### src/rtl/flat_xlat_pkg.sv
package flat_xlat_pkg;

    typedef enum logic [1:0] {
        ST_IDLE  = 2'd0,
        ST_FETCH = 2'd1,
        ST_WAIT  = 2'd2
    } xl_state_e;

    localparam logic [7:0] OFS_VERSION   = 8'h00;
    localparam logic [7:0] OFS_CONFIG    = 8'h04;
    localparam logic [7:0] OFS_UPDATE    = 8'h08;
    localparam logic [7:0] OFS_TBL_BASE  = 8'h10;
    localparam logic [7:0] OFS_DEF_RD    = 8'h14;
    localparam logic [7:0] OFS_DEF_WR    = 8'h18;
    localparam logic [7:0] OFS_WIN_FIRST = 8'h1C;
    localparam logic [7:0] OFS_WIN_SPAN  = 8'h20;

    localparam int CFG_EN_BIT   = 0;
    localparam int CFG_GATE_BIT = 1;
    localparam int CFG_BYP_BIT  = 4;

endpackage

### src/rtl/xlat_regs.sv
module xlat_regs
    import flat_xlat_pkg::*;
#(
    parameter int          AW            = 32,
    parameter int          PB            = 12,
    parameter int          DW            = 32,
    parameter int          RAW           = 8,
    parameter logic [7:0]  VER_CODE      = 8'h01,
    parameter int          WIN_RST_PAGES = 65536
) (
    input  logic                 clk,
    input  logic                 rst_n,
    input  logic                 cfg_we,
    input  logic [RAW-1:0]       cfg_addr,
    input  logic [DW-1:0]        cfg_wdata,
    output logic [DW-1:0]        cfg_rdata,
    output logic                 xl_en,
    output logic                 bypass,
    output logic [AW-PB-1:0]     tbl_ppn,
    output logic [AW-PB-1:0]     def_rd_ppn,
    output logic [AW-PB-1:0]     def_wr_ppn,
    output logic [AW-PB-1:0]     win_first,
    output logic [AW-PB-1:0]     win_span,
    output logic                 flush
);
    localparam int VPN_W = AW - PB;
    localparam logic [VPN_W-1:0] SPAN_RST = VPN_W'(WIN_RST_PAGES - 1);

    logic en_q, gate_q, byp_q;
    logic [VPN_W-1:0] tbl_q, drd_q, dwr_q, first_q, span_q;
    logic unused_wdata;

    assign unused_wdata = ^cfg_wdata[DW-1:VPN_W];

    always_ff @(posedge clk or negedge rst_n) begin
        if (!rst_n) begin
            en_q    <= 1'b0;
            gate_q  <= 1'b0;
            byp_q   <= 1'b0;
            tbl_q   <= '0;
            drd_q   <= '0;
            dwr_q   <= '0;
            first_q <= '0;
            span_q  <= SPAN_RST;
        end else if (cfg_we) begin
            case (cfg_addr)
                RAW'(OFS_CONFIG): begin
                    en_q   <= cfg_wdata[CFG_EN_BIT];
                    gate_q <= cfg_wdata[CFG_GATE_BIT];
                    byp_q  <= cfg_wdata[CFG_BYP_BIT];
                end
                RAW'(OFS_TBL_BASE):  tbl_q   <= cfg_wdata[VPN_W-1:0];
                RAW'(OFS_DEF_RD):    drd_q   <= cfg_wdata[VPN_W-1:0];
                RAW'(OFS_DEF_WR):    dwr_q   <= cfg_wdata[VPN_W-1:0];
                RAW'(OFS_WIN_FIRST): first_q <= cfg_wdata[VPN_W-1:0];
                RAW'(OFS_WIN_SPAN):  span_q  <= cfg_wdata[VPN_W-1:0];
                default: ;
            endcase
        end
    end

    always_comb begin
        cfg_rdata = '0;
        case (cfg_addr)
            RAW'(OFS_VERSION):   cfg_rdata[15:8] = VER_CODE;
            RAW'(OFS_CONFIG): begin
                cfg_rdata[CFG_EN_BIT]   = en_q;
                cfg_rdata[CFG_GATE_BIT] = gate_q;
                cfg_rdata[CFG_BYP_BIT]  = byp_q;
            end
            RAW'(OFS_TBL_BASE):  cfg_rdata = DW'(tbl_q);
            RAW'(OFS_DEF_RD):    cfg_rdata = DW'(drd_q);
            RAW'(OFS_DEF_WR):    cfg_rdata = DW'(dwr_q);
            RAW'(OFS_WIN_FIRST): cfg_rdata = DW'(first_q);
            RAW'(OFS_WIN_SPAN):  cfg_rdata = DW'(span_q);
            default:             cfg_rdata = '0;
        endcase
    end

    assign xl_en      = en_q;
    assign bypass     = byp_q;
    assign tbl_ppn    = tbl_q;
    assign def_rd_ppn = drd_q;
    assign def_wr_ppn = dwr_q;
    assign win_first  = first_q;
    assign win_span   = span_q;
    assign flush      = cfg_we && (cfg_addr == RAW'(OFS_UPDATE));

    AST_VERSION_CONST: assert property (@(posedge clk) disable iff (!rst_n)
        (cfg_we && cfg_addr == RAW'(OFS_VERSION)) |=> $stable({en_q, byp_q, tbl_q, span_q}));

endmodule

### src/rtl/xlat_tlb.sv
module xlat_tlb #(
    parameter int DEPTH = 4,
    parameter int VPN_W = 20
) (
    input  logic             clk,
    input  logic             rst_n,
    input  logic [VPN_W-1:0] lk_vpn,
    output logic             hit,
    output logic [VPN_W-1:0] hit_ppn,
    output logic             hit_mapped,
    input  logic             fill_en,
    input  logic [VPN_W-1:0] fill_vpn,
    input  logic [VPN_W-1:0] fill_ppn,
    input  logic             fill_mapped,
    input  logic             flush
);
    localparam int IW = (DEPTH > 1) ? $clog2(DEPTH) : 1;
    localparam logic [IW-1:0] LAST = IW'(DEPTH - 1);

    logic [IW-1:0]    victim_q;
    logic [DEPTH-1:0] match;
    logic [VPN_W-1:0] way_ppn [DEPTH];
    logic             way_map [DEPTH];

    for (genvar g = 0; g < DEPTH; g++) begin : g_way
        logic             vld_q;
        logic             map_q;
        logic [VPN_W-1:0] tag_q;
        logic [VPN_W-1:0] ppn_q;

        always_ff @(posedge clk or negedge rst_n) begin
            if (!rst_n) begin
                vld_q <= 1'b0;
                map_q <= 1'b0;
                tag_q <= '0;
                ppn_q <= '0;
            end else if (flush) begin
                vld_q <= 1'b0;
            end else if (fill_en && victim_q == IW'(g)) begin
                vld_q <= 1'b1;
                map_q <= fill_mapped;
                tag_q <= fill_vpn;
                ppn_q <= fill_ppn;
            end
        end

        assign match[g]   = vld_q && (tag_q == lk_vpn);
        assign way_ppn[g] = ppn_q;
        assign way_map[g] = map_q;
    end

    always_ff @(posedge clk or negedge rst_n) begin
        if (!rst_n) begin
            victim_q <= '0;
        end else if (fill_en && !flush) begin
            victim_q <= (victim_q == LAST) ? '0 : victim_q + 1'b1;
        end
    end

    always_comb begin
        hit        = |match;
        hit_ppn    = '0;
        hit_mapped = 1'b0;
        for (int i = 0; i < DEPTH; i++) begin
            if (match[i]) begin
                hit_ppn    = hit_ppn | way_ppn[i];
                hit_mapped = hit_mapped | way_map[i];
            end
        end
    end

    AST_SINGLE_MATCH: assert property (@(posedge clk) disable iff (!rst_n)
        $onehot0(match));

    AST_FLUSH_EMPTIES: assert property (@(posedge clk) disable iff (!rst_n)
        flush |=> !hit);

endmodule

### src/rtl/xlat_ctrl.sv
module xlat_ctrl
    import flat_xlat_pkg::*;
#(
    parameter int AW = 32,
    parameter int PB = 12,
    parameter int DW = 32
) (
    input  logic             clk,
    input  logic             rst_n,
    input  logic             req_valid,
    output logic             req_ready,
    input  logic [AW-1:0]    req_addr,
    input  logic             req_write,
    output logic             rsp_valid,
    output logic [AW-1:0]    rsp_addr,
    output logic             rsp_fault,
    output logic             fault_sticky,
    output logic             mem_req_valid,
    input  logic             mem_req_ready,
    output logic [AW-1:0]    mem_req_addr,
    input  logic             mem_rsp_valid,
    input  logic [DW-1:0]    mem_rsp_data,
    input  logic             xl_en,
    input  logic             bypass,
    input  logic [AW-PB-1:0] tbl_ppn,
    input  logic [AW-PB-1:0] def_rd_ppn,
    input  logic [AW-PB-1:0] def_wr_ppn,
    input  logic [AW-PB-1:0] win_first,
    input  logic [AW-PB-1:0] win_span,
    input  logic             flush,
    output logic [AW-PB-1:0] lk_vpn,
    input  logic             tlb_hit,
    input  logic [AW-PB-1:0] tlb_ppn,
    input  logic             tlb_mapped,
    output logic             fill_en,
    output logic [AW-PB-1:0] fill_vpn,
    output logic [AW-PB-1:0] fill_ppn,
    output logic             fill_mapped
);
    localparam int VPN_W = AW - PB;

    xl_state_e state_q, state_d;

    logic [VPN_W-1:0] pend_vpn_q, pend_idx_q;
    logic [PB-1:0]    pend_off_q;
    logic             pend_wr_q, capture;
    logic             rsp_v_q, rsp_v_d;
    logic [AW-1:0]    rsp_a_q, rsp_a_d;
    logic             rsp_f_q, rsp_f_d;
    logic             sticky_q;

    logic [VPN_W-1:0] vpn, rel, def_ppn, pend_def;
    logic [PB-1:0]    off;
    logic             in_win, passthru, entry_ok;

    assign vpn      = req_addr[AW-1:PB];
    assign off      = req_addr[PB-1:0];
    assign rel      = vpn - win_first;
    assign in_win   = (vpn >= win_first) && (rel <= win_span);
    assign passthru = bypass || !xl_en;
    assign def_ppn  = req_write ? def_wr_ppn : def_rd_ppn;
    assign pend_def = pend_wr_q ? def_wr_ppn : def_rd_ppn;
    assign entry_ok = |mem_rsp_data;

    // State and data registers
    always_ff @(posedge clk or negedge rst_n) begin
        if (!rst_n) begin
            state_q    <= ST_IDLE;
            pend_vpn_q <= '0;
            pend_idx_q <= '0;
            pend_off_q <= '0;
            pend_wr_q  <= 1'b0;
            rsp_v_q    <= 1'b0;
            rsp_a_q    <= '0;
            rsp_f_q    <= 1'b0;
            sticky_q   <= 1'b0;
        end else begin
            state_q  <= state_d;
            rsp_v_q  <= rsp_v_d;
            rsp_a_q  <= rsp_a_d;
            rsp_f_q  <= rsp_f_d;
            sticky_q <= (sticky_q && !flush) || (rsp_v_d && rsp_f_d);
            if (capture) begin
                pend_vpn_q <= vpn;
                pend_idx_q <= rel;
                pend_off_q <= off;
                pend_wr_q  <= req_write;
            end
        end
    end

    // Next state and outputs
    always_comb begin
        state_d       = state_q;
        req_ready     = 1'b0;
        mem_req_valid = 1'b0;
        capture       = 1'b0;
        fill_en       = 1'b0;
        rsp_v_d       = 1'b0;
        rsp_a_d       = rsp_a_q;
        rsp_f_d       = 1'b0;
        unique case (state_q)
            ST_IDLE: begin
                req_ready = 1'b1;
                if (req_valid) begin
                    rsp_v_d = 1'b1;
                    if (passthru) begin
                        rsp_a_d = req_addr;
                    end else if (!in_win) begin
                        rsp_a_d = {def_ppn, off};
                        rsp_f_d = 1'b1;
                    end else if (tlb_hit) begin
                        rsp_a_d = tlb_mapped ? {tlb_ppn, off} : {def_ppn, off};
                        rsp_f_d = !tlb_mapped;
                    end else begin
                        rsp_v_d = 1'b0;
                        capture = 1'b1;
                        state_d = ST_FETCH;
                    end
                end
            end
            ST_FETCH: begin
                mem_req_valid = 1'b1;
                if (mem_req_ready) state_d = ST_WAIT;
            end
            ST_WAIT: begin
                if (mem_rsp_valid) begin
                    fill_en = !flush;
                    rsp_v_d = 1'b1;
                    rsp_a_d = entry_ok ? {mem_rsp_data[VPN_W-1:0], pend_off_q}
                                       : {pend_def, pend_off_q};
                    rsp_f_d = !entry_ok;
                    state_d = ST_IDLE;
                end
            end
            default: state_d = ST_IDLE;
        endcase
    end

    assign mem_req_addr = {tbl_ppn, {PB{1'b0}}} + (AW'(pend_idx_q) << 2);
    assign lk_vpn       = vpn;
    assign fill_vpn     = pend_vpn_q;
    assign fill_ppn     = mem_rsp_data[VPN_W-1:0];
    assign fill_mapped  = entry_ok;
    assign rsp_valid    = rsp_v_q;
    assign rsp_addr     = rsp_a_q;
    assign rsp_fault    = rsp_f_q;
    assign fault_sticky = sticky_q;

    AST_STALL_ON_FETCH: assert property (@(posedge clk) disable iff (!rst_n)
        mem_req_valid |-> !req_ready);

    AST_MEMREQ_HOLD: assert property (@(posedge clk) disable iff (!rst_n)
        (mem_req_valid && !mem_req_ready) |=> (mem_req_valid && $stable(mem_req_addr)));

    AST_FETCH_AFTER_ACCEPT: assert property (@(posedge clk) disable iff (!rst_n)
        $rose(mem_req_valid) |-> $past(req_valid && req_ready));

    AST_PASSTHRU: assert property (@(posedge clk) disable iff (!rst_n)
        (req_valid && req_ready && (bypass || !xl_en)) |=>
            (rsp_valid && !rsp_fault && rsp_addr == $past(req_addr)));

    AST_OFFSET_KEEP: assert property (@(posedge clk) disable iff (!rst_n)
        (req_valid && req_ready && tlb_hit) |=>
            (rsp_valid && rsp_addr[PB-1:0] == $past(req_addr[PB-1:0])));

    AST_FAULT_STICKY: assert property (@(posedge clk) disable iff (!rst_n)
        (rsp_valid && rsp_fault) |-> fault_sticky);

endmodule

### src/rtl/flat_xlat.sv
module flat_xlat #(
    parameter int         AW            = 32,
    parameter int         PB            = 12,
    parameter int         DW            = 32,
    parameter int         RAW           = 8,
    parameter int         TLB_DEPTH     = 4,
    parameter logic [7:0] VER_CODE      = 8'h01,
    parameter int         WIN_RST_PAGES = 65536
) (
    input  logic           clk,
    input  logic           rst_n,
    input  logic           cfg_we,
    input  logic [RAW-1:0] cfg_addr,
    input  logic [DW-1:0]  cfg_wdata,
    output logic [DW-1:0]  cfg_rdata,
    input  logic           req_valid,
    output logic           req_ready,
    input  logic [AW-1:0]  req_addr,
    input  logic           req_write,
    output logic           rsp_valid,
    output logic [AW-1:0]  rsp_addr,
    output logic           rsp_fault,
    output logic           fault_sticky,
    output logic           mem_req_valid,
    input  logic           mem_req_ready,
    output logic [AW-1:0]  mem_req_addr,
    input  logic           mem_rsp_valid,
    input  logic [DW-1:0]  mem_rsp_data
);
    localparam int VPN_W = AW - PB;

    logic             xl_en, bypass, flush;
    logic [VPN_W-1:0] tbl_ppn, def_rd_ppn, def_wr_ppn, win_first, win_span;
    logic [VPN_W-1:0] lk_vpn, tlb_ppn, fill_vpn, fill_ppn;
    logic             tlb_hit, tlb_mapped, fill_en, fill_mapped;

    xlat_regs #(
        .AW(AW), .PB(PB), .DW(DW), .RAW(RAW),
        .VER_CODE(VER_CODE), .WIN_RST_PAGES(WIN_RST_PAGES)
    ) u_regs (
        .clk(clk), .rst_n(rst_n),
        .cfg_we(cfg_we), .cfg_addr(cfg_addr), .cfg_wdata(cfg_wdata), .cfg_rdata(cfg_rdata),
        .xl_en(xl_en), .bypass(bypass),
        .tbl_ppn(tbl_ppn), .def_rd_ppn(def_rd_ppn), .def_wr_ppn(def_wr_ppn),
        .win_first(win_first), .win_span(win_span), .flush(flush)
    );

    xlat_tlb #(.DEPTH(TLB_DEPTH), .VPN_W(VPN_W)) u_tlb (
        .clk(clk), .rst_n(rst_n),
        .lk_vpn(lk_vpn), .hit(tlb_hit), .hit_ppn(tlb_ppn), .hit_mapped(tlb_mapped),
        .fill_en(fill_en), .fill_vpn(fill_vpn), .fill_ppn(fill_ppn),
        .fill_mapped(fill_mapped), .flush(flush)
    );

    xlat_ctrl #(.AW(AW), .PB(PB), .DW(DW)) u_ctrl (
        .clk(clk), .rst_n(rst_n),
        .req_valid(req_valid), .req_ready(req_ready), .req_addr(req_addr), .req_write(req_write),
        .rsp_valid(rsp_valid), .rsp_addr(rsp_addr), .rsp_fault(rsp_fault),
        .fault_sticky(fault_sticky),
        .mem_req_valid(mem_req_valid), .mem_req_ready(mem_req_ready), .mem_req_addr(mem_req_addr),
        .mem_rsp_valid(mem_rsp_valid), .mem_rsp_data(mem_rsp_data),
        .xl_en(xl_en), .bypass(bypass), .tbl_ppn(tbl_ppn),
        .def_rd_ppn(def_rd_ppn), .def_wr_ppn(def_wr_ppn),
        .win_first(win_first), .win_span(win_span), .flush(flush),
        .lk_vpn(lk_vpn), .tlb_hit(tlb_hit), .tlb_ppn(tlb_ppn), .tlb_mapped(tlb_mapped),
        .fill_en(fill_en), .fill_vpn(fill_vpn), .fill_ppn(fill_ppn), .fill_mapped(fill_mapped)
    );

endmodule

### config.mk
export PLATFORM = sky130hd
export DESIGN_NAME = flat_xlat
export DESIGN_NICKNAME = d
export VERILOG_FILES = /design/src/rtl/flat_xlat_pkg.sv /design/src/rtl/xlat_regs.sv /design/src/rtl/xlat_tlb.sv /design/src/rtl/xlat_ctrl.sv /design/src/rtl/flat_xlat.sv
export SDC_FILE = /design/constraint.sdc
export NUM_CORES = 1
export LEC_CHECK = 0
export ABC_AREA = 1
export BUFFER_PORTS_ARGS = -buffer_cell sky130_fd_sc_hd__buf_2
export CAP_MARGIN = 10
export CORE_MARGIN = 1.5
export CORE_UTILIZATION = 45
export CTS_BUF_LIST = sky130_fd_sc_hd__clkbuf_4
export DETAILED_ROUTE_END_ITERATION = 8
export PLACE_DENSITY = 0.64
export SYNTH_ARGS = -nofsm -noshare
export SYNTH_HDL_FRONTEND = slang
export SYNTH_HIERARCHICAL = 1
export SYNTH_SLANG_ARGS = --single-unit
### constraint.sdc
create_clock -name clk -period 8.84 [get_ports clk]
set_clock_uncertainty 0.05 [all_clocks]
set_input_delay 0.442 -clock clk [delete_from_list [all_inputs] [get_ports clk]]
set_output_delay 0.442 -clock clk [all_outputs]
set_load 0.005 [all_outputs]
==> summary.txt <==
Status
  • Status: finished clean

Min path
  • Min-delay src: req_write
  • Hold path endpoint: u_ctrl/pend_wr_q
  • Hold path depth: 3
  • Hold Path Class: input port to register

Critical path
  • Data required, critical path: 9450 ps
  • Worst path buffer plus inverter count: 6
  • Max stage delay on crit path: 570 ps
  • CP endpoint kind: register
  • CP max FO: 59
  • Worst path top cell family by delay: simple AND/OR/NAND/NOR gates
  • Worst path most repeated cell: nand2_1
  • Crit path launch type: input port
  • CP arrival: 6340 ps
  • Worst reg2reg path startpoint: u_regs/win_first[0]
  • Slowest CP cell: dlygate4sd3_1
  • Flop2flop setup slack: 3150 ps
  • R2r endpoint: u_ctrl/pend_idx_q[11]
  • Worst setup path class: input port to register
  • Worst reg2reg path depth: 22

Clock network
  • CTS clk-pin slew, worst paths: 60 ps
  • CTS Hold Bufs: 77
  • H-tree depth: 3
  • CTS sink count: 363
  • TritonCTS clock tree: yes
  • Clock buffer depth: 3
  • CTS Buf Count: 101
  • Clock latency at the later pin of the worst-skew pair: 870 ps
  • Clock root cell: clkbuf_4
  • Post_cts resized: 0
  • # Post-CTS Setup Buffers: 0

Place
  • Area post-placement: 22270 um2
  • IO buf count: 185
  • Detailed Place HPWL: 49.90 mm
  • Post-Place Worst Slack: 2980 ps
  • Placed cells: 3670
  • Routability-driven placement congestion ratio: 0.8993

Global routing
  • Vias in the first global route: 19710
  • Largest net degree at the start of global routing: 169
  • Initial antenna violation count: 3
  • GRT Overall Usage: 0.2935
  • GRT overflow: 0
  • First-pass GRT wire length: 111.3 mm

Logic synthesis
  • Post-synth cell types: 42
  • Sequential share of the synthesized area: 0.4248
  • FF+latch count, synth: 363
  • Post-synthesis mux area share: 0.007940
  • Post-Synth Simple-Gate Area: 0.2877
  • Syn Inst Count: 3032
  • Syn Area/Cell: 7.068 um2
  • XOR/XNOR Fraction of Synth Area: 0.01716
  • Compound-Gate Fraction of Synth Area: 0.1111
  • Ys flop type: dfrtp_1
  • Synth async-reset ratio: 1.000
  • Post-synth EDFFs: 0
  • Synth warn: 6
  • Netlist Area Pre-Place: 21430 um2
  • Largest family of logic cells by synthesized area: simple AND/OR/NAND/NOR gates
  • Post-synthesis adder-cell area fraction: 0.03340

Cells and area
  • Fin cells: 3930
  • NumNets Final: 3411
  • Final Util: 0.5213
  • Design Area, Final: 24370 um2
  • Share of cells above drive strength 1: 0.1400
  • Layout area overhead: 13.72%
  • Fillers: 4674

Timing
  • Setup violations, final: 0
  • Max-slew violations: 0
  • Setup_tns: 0 ps
  • Worst Tran Pin Value: 1088 ps
  • Final min period: 5735 ps
  • Hold_ws: 104.5 ps
  • Final worst setup slack: 3105 ps
  • Max-Slew Margin vs Limit: 0.2748
  • Final Hold Vio Count: 0
  • RSZ-0062 raised after global routing: no
  • Final period util: 0.6487
  • Fmax: 174.4 MHz

Floorplan
  • Die area: 48940 um2
  • Die Width: 221.2 um
  • Initial Utilization: 0.4584
  • Chip Height: 221.2 um
  • Core box area: 46750 um2
  • FP Rows: 79
  • Io pins: 212

Route
  • DR DRC count: 0
  • Routed len/inst: 18.36 um
  • Via count: 20583
  • Via density: 5.237
  • Detail Route Antenna Nets: 0
  • Total wire length: 72.16 mm
  • Drt first-iter violations: 1674
  • Router iterations before antenna repair: 6

Power
  • VDD IR max: 0.08501 mV
  • Static Leakage: 12.74 nW
  • Pwr/cell area: 190.0 nW/um2
  • Final Power: 4.630 mW

Job
  • MaxCap Viol Count: 0
[tightest hold or removal path, delay by kind of cell]
kind / cells / cell delay (ps)
compound gates: 1 / 90
simple gates: 1 / 130
buf+inv: 1 / 290
[registers in the layout, indices dropped and copies added, names as in the netlist]
register             flops
u_regs/def_rd_ppn       20
u_ctrl/rsp_fault         1
u_ctrl/pend_wr_q         1
u_regs/def_wr_ppn       20
u_ctrl/pend_off_q       12
u_ctrl/fill_vpn         20
u_tlb/victim_q           2
u_tlb/g_way.vld_q        4
u_regs/gate_q            1
u_ctrl/fault_sticky      1
u_regs/tbl_ppn          20
u_regs/win_first        20
u_regs/win_span         20
u_ctrl/rsp_valid         1
u_ctrl/state_q           2
u_regs/bypass            1
u_ctrl/rsp_addr         32
u_tlb/g_way.tag_q       80
u_tlb/g_way.ppn_q       80
u_ctrl/pend_idx_q       20
u_tlb/g_way.map_q        4
u_regs/xl_en             1
[layer usage]
| layer | part of all wire | routed length [um] | GRT usage | up-vias |
|---|---|---|---|---|
| met5 | 0.00025 | 18 | 0 | - |
| li1 | - | - | - | 9831 |
| met4 | 0.046 | 3336 | 0.1477 | 2 |
| met1 | 0.42 | 30400 | 0.3828 | 9702 |
| met2 | 0.46 | 32850 | 0.4722 | 888 |
| met3 | 0.077 | 5557 | 0.04926 | 160 |
[layout by cell type (no fill, tap or decap), types with 4 or more instances in the layout]
| cell | synthesis | routed |
|---|---|---|
| nand2_2 | 6 | 9 |
| inv_2 | 28 | 29 |
| buf_4 | 68 | 19 |
| a21o_1 | 7 | 7 |
| nand2_1 | 1031 | 1027 |
| inv_1 | 349 | 349 |
| nor2_2 | 22 | 22 |
| nor2_4 | 6 | 6 |
| nand3_1 | 119 | 118 |
| nor2_1 | 308 | 308 |
| xnor2_1 | 23 | 23 |
| dfrtp_1 | 347 | 347 |
| conb_1 | 2 | 14 |
| a21oi_1 | 79 | 79 |
| o21ai_0 | 259 | 259 |
| or2_2 | 5 | 5 |
| ha_1 | 54 | 54 |
| clkinv_1 | 2 | 25 |
| nand3_2 | 6 | 7 |
| o211ai_1 | 17 | 17 |
| buf_2 | 42 | 184 |
| nand2_4 | 3 | 4 |
| nand4_1 | 9 | 9 |
| clkbuf_4 | 0 | 144 |
| dfstp_2 | 16 | 16 |
| xor2_1 | 19 | 19 |
| o21ai_1 | 87 | 87 |
| mux2i_1 | 17 | 17 |
| dlygate4sd3_1 | 0 | 77 |
| clkinv_2 | 0 | 7 |
[Yosys cell counts (2+ instances only)]
cell type	count	area, um2
or2_2	5	31.28
nor3_1	2	10.01
a21oi_1	79	395.4
nor2_1	308	1156
a21o_1	7	52.55
nor4_1	4	25.02
dfrtp_1	347	8683
clkbuf_1	59	221.5
fa_1	2	40.04
o21ai_1	87	435.4
o211ai_1	17	127.6
nand2_4	3	33.78
nand2_1	1031	3870
clkinv_1	2	7.510
buf_4	68	510.5
nand4_1	9	56.30
nand3_1	119	595.6
buf_6	12	135.1
o21bai_1	2	15.01
inv_1	349	1310
ha_1	54	675.7
nor2_8	2	40.04
xor2_1	19	166.4
xnor2_1	23	201.4
nor2_2	22	137.6
mux2i_1	17	170.2
o21ai_0	259	1296
buf_1	5	18.77
o31ai_1	2	15.01
nor2_4	6	67.56
conb_1	2	7.510
inv_2	28	105.1
dfstp_2	16	420.4
nand3_2	6	60.06
a31oi_1	2	12.51
a21boi_0	3	22.52
buf_2	42	210.2
nand3b_1	3	22.52
nand2_2	6	37.54
[worst max-delay path by stage]
stage,from,endpoint,slack (ps),depth (start not counted)
6_report,req_addr[12],u_ctrl/pend_idx_q[11],3110,25
5_1_grt,req_addr[12],u_ctrl/pend_idx_q[11],2760,25
4_1_cts,u_regs/win_first[0],u_ctrl/pend_idx_q[11],3190,22
3_5_place_dp,req_addr[12],u_ctrl/pend_idx_q[11],2980,24
3_3_place_gp,req_addr[12],u_ctrl/pend_idx_q[15],3080,25
2_1_floorplan,req_addr[12],u_ctrl/pend_idx_q[10],5110,25
[layout make-up]
class,instances,area [um2],share of cell area
Inverter,379,1423,0.05837
Sequential cell,363,9104,0.3735
Multi-Input combinational cell,2116,9888,0.4057
Clock inverter,36,230.2,0.009447
Antenna cell,2,5.005,0.0002054
Timing Repair Buffer,283,1881,0.07716
Tap cell,607,759.5,0.03116
Clock buffer,144,1081,0.04436
[cell families after synthesis]
logic type,after synthesis
flip-flops,363
other,2
multiplexers,17
AO/OA/AOI/OAI,459
AND/OR/NAND/NOR,1528
buffers and inverters,565
XOR/XNOR,42
adder cells (fa/ha/maj),56
[report_power, final]
| part | internal (mW) | leakage, nW | switching (mW) |
|---|---|---|---|
| Clock | 0.835 | 0.773 | 0.748 |
| Combinational | 0.345 | 7.18 | 0.618 |
| Sequential | 1.91 | 4.78 | 0.174 |
| Total | 3.09 | 12.7 | 1.54 |
Power figures use the tool's default switching activity.
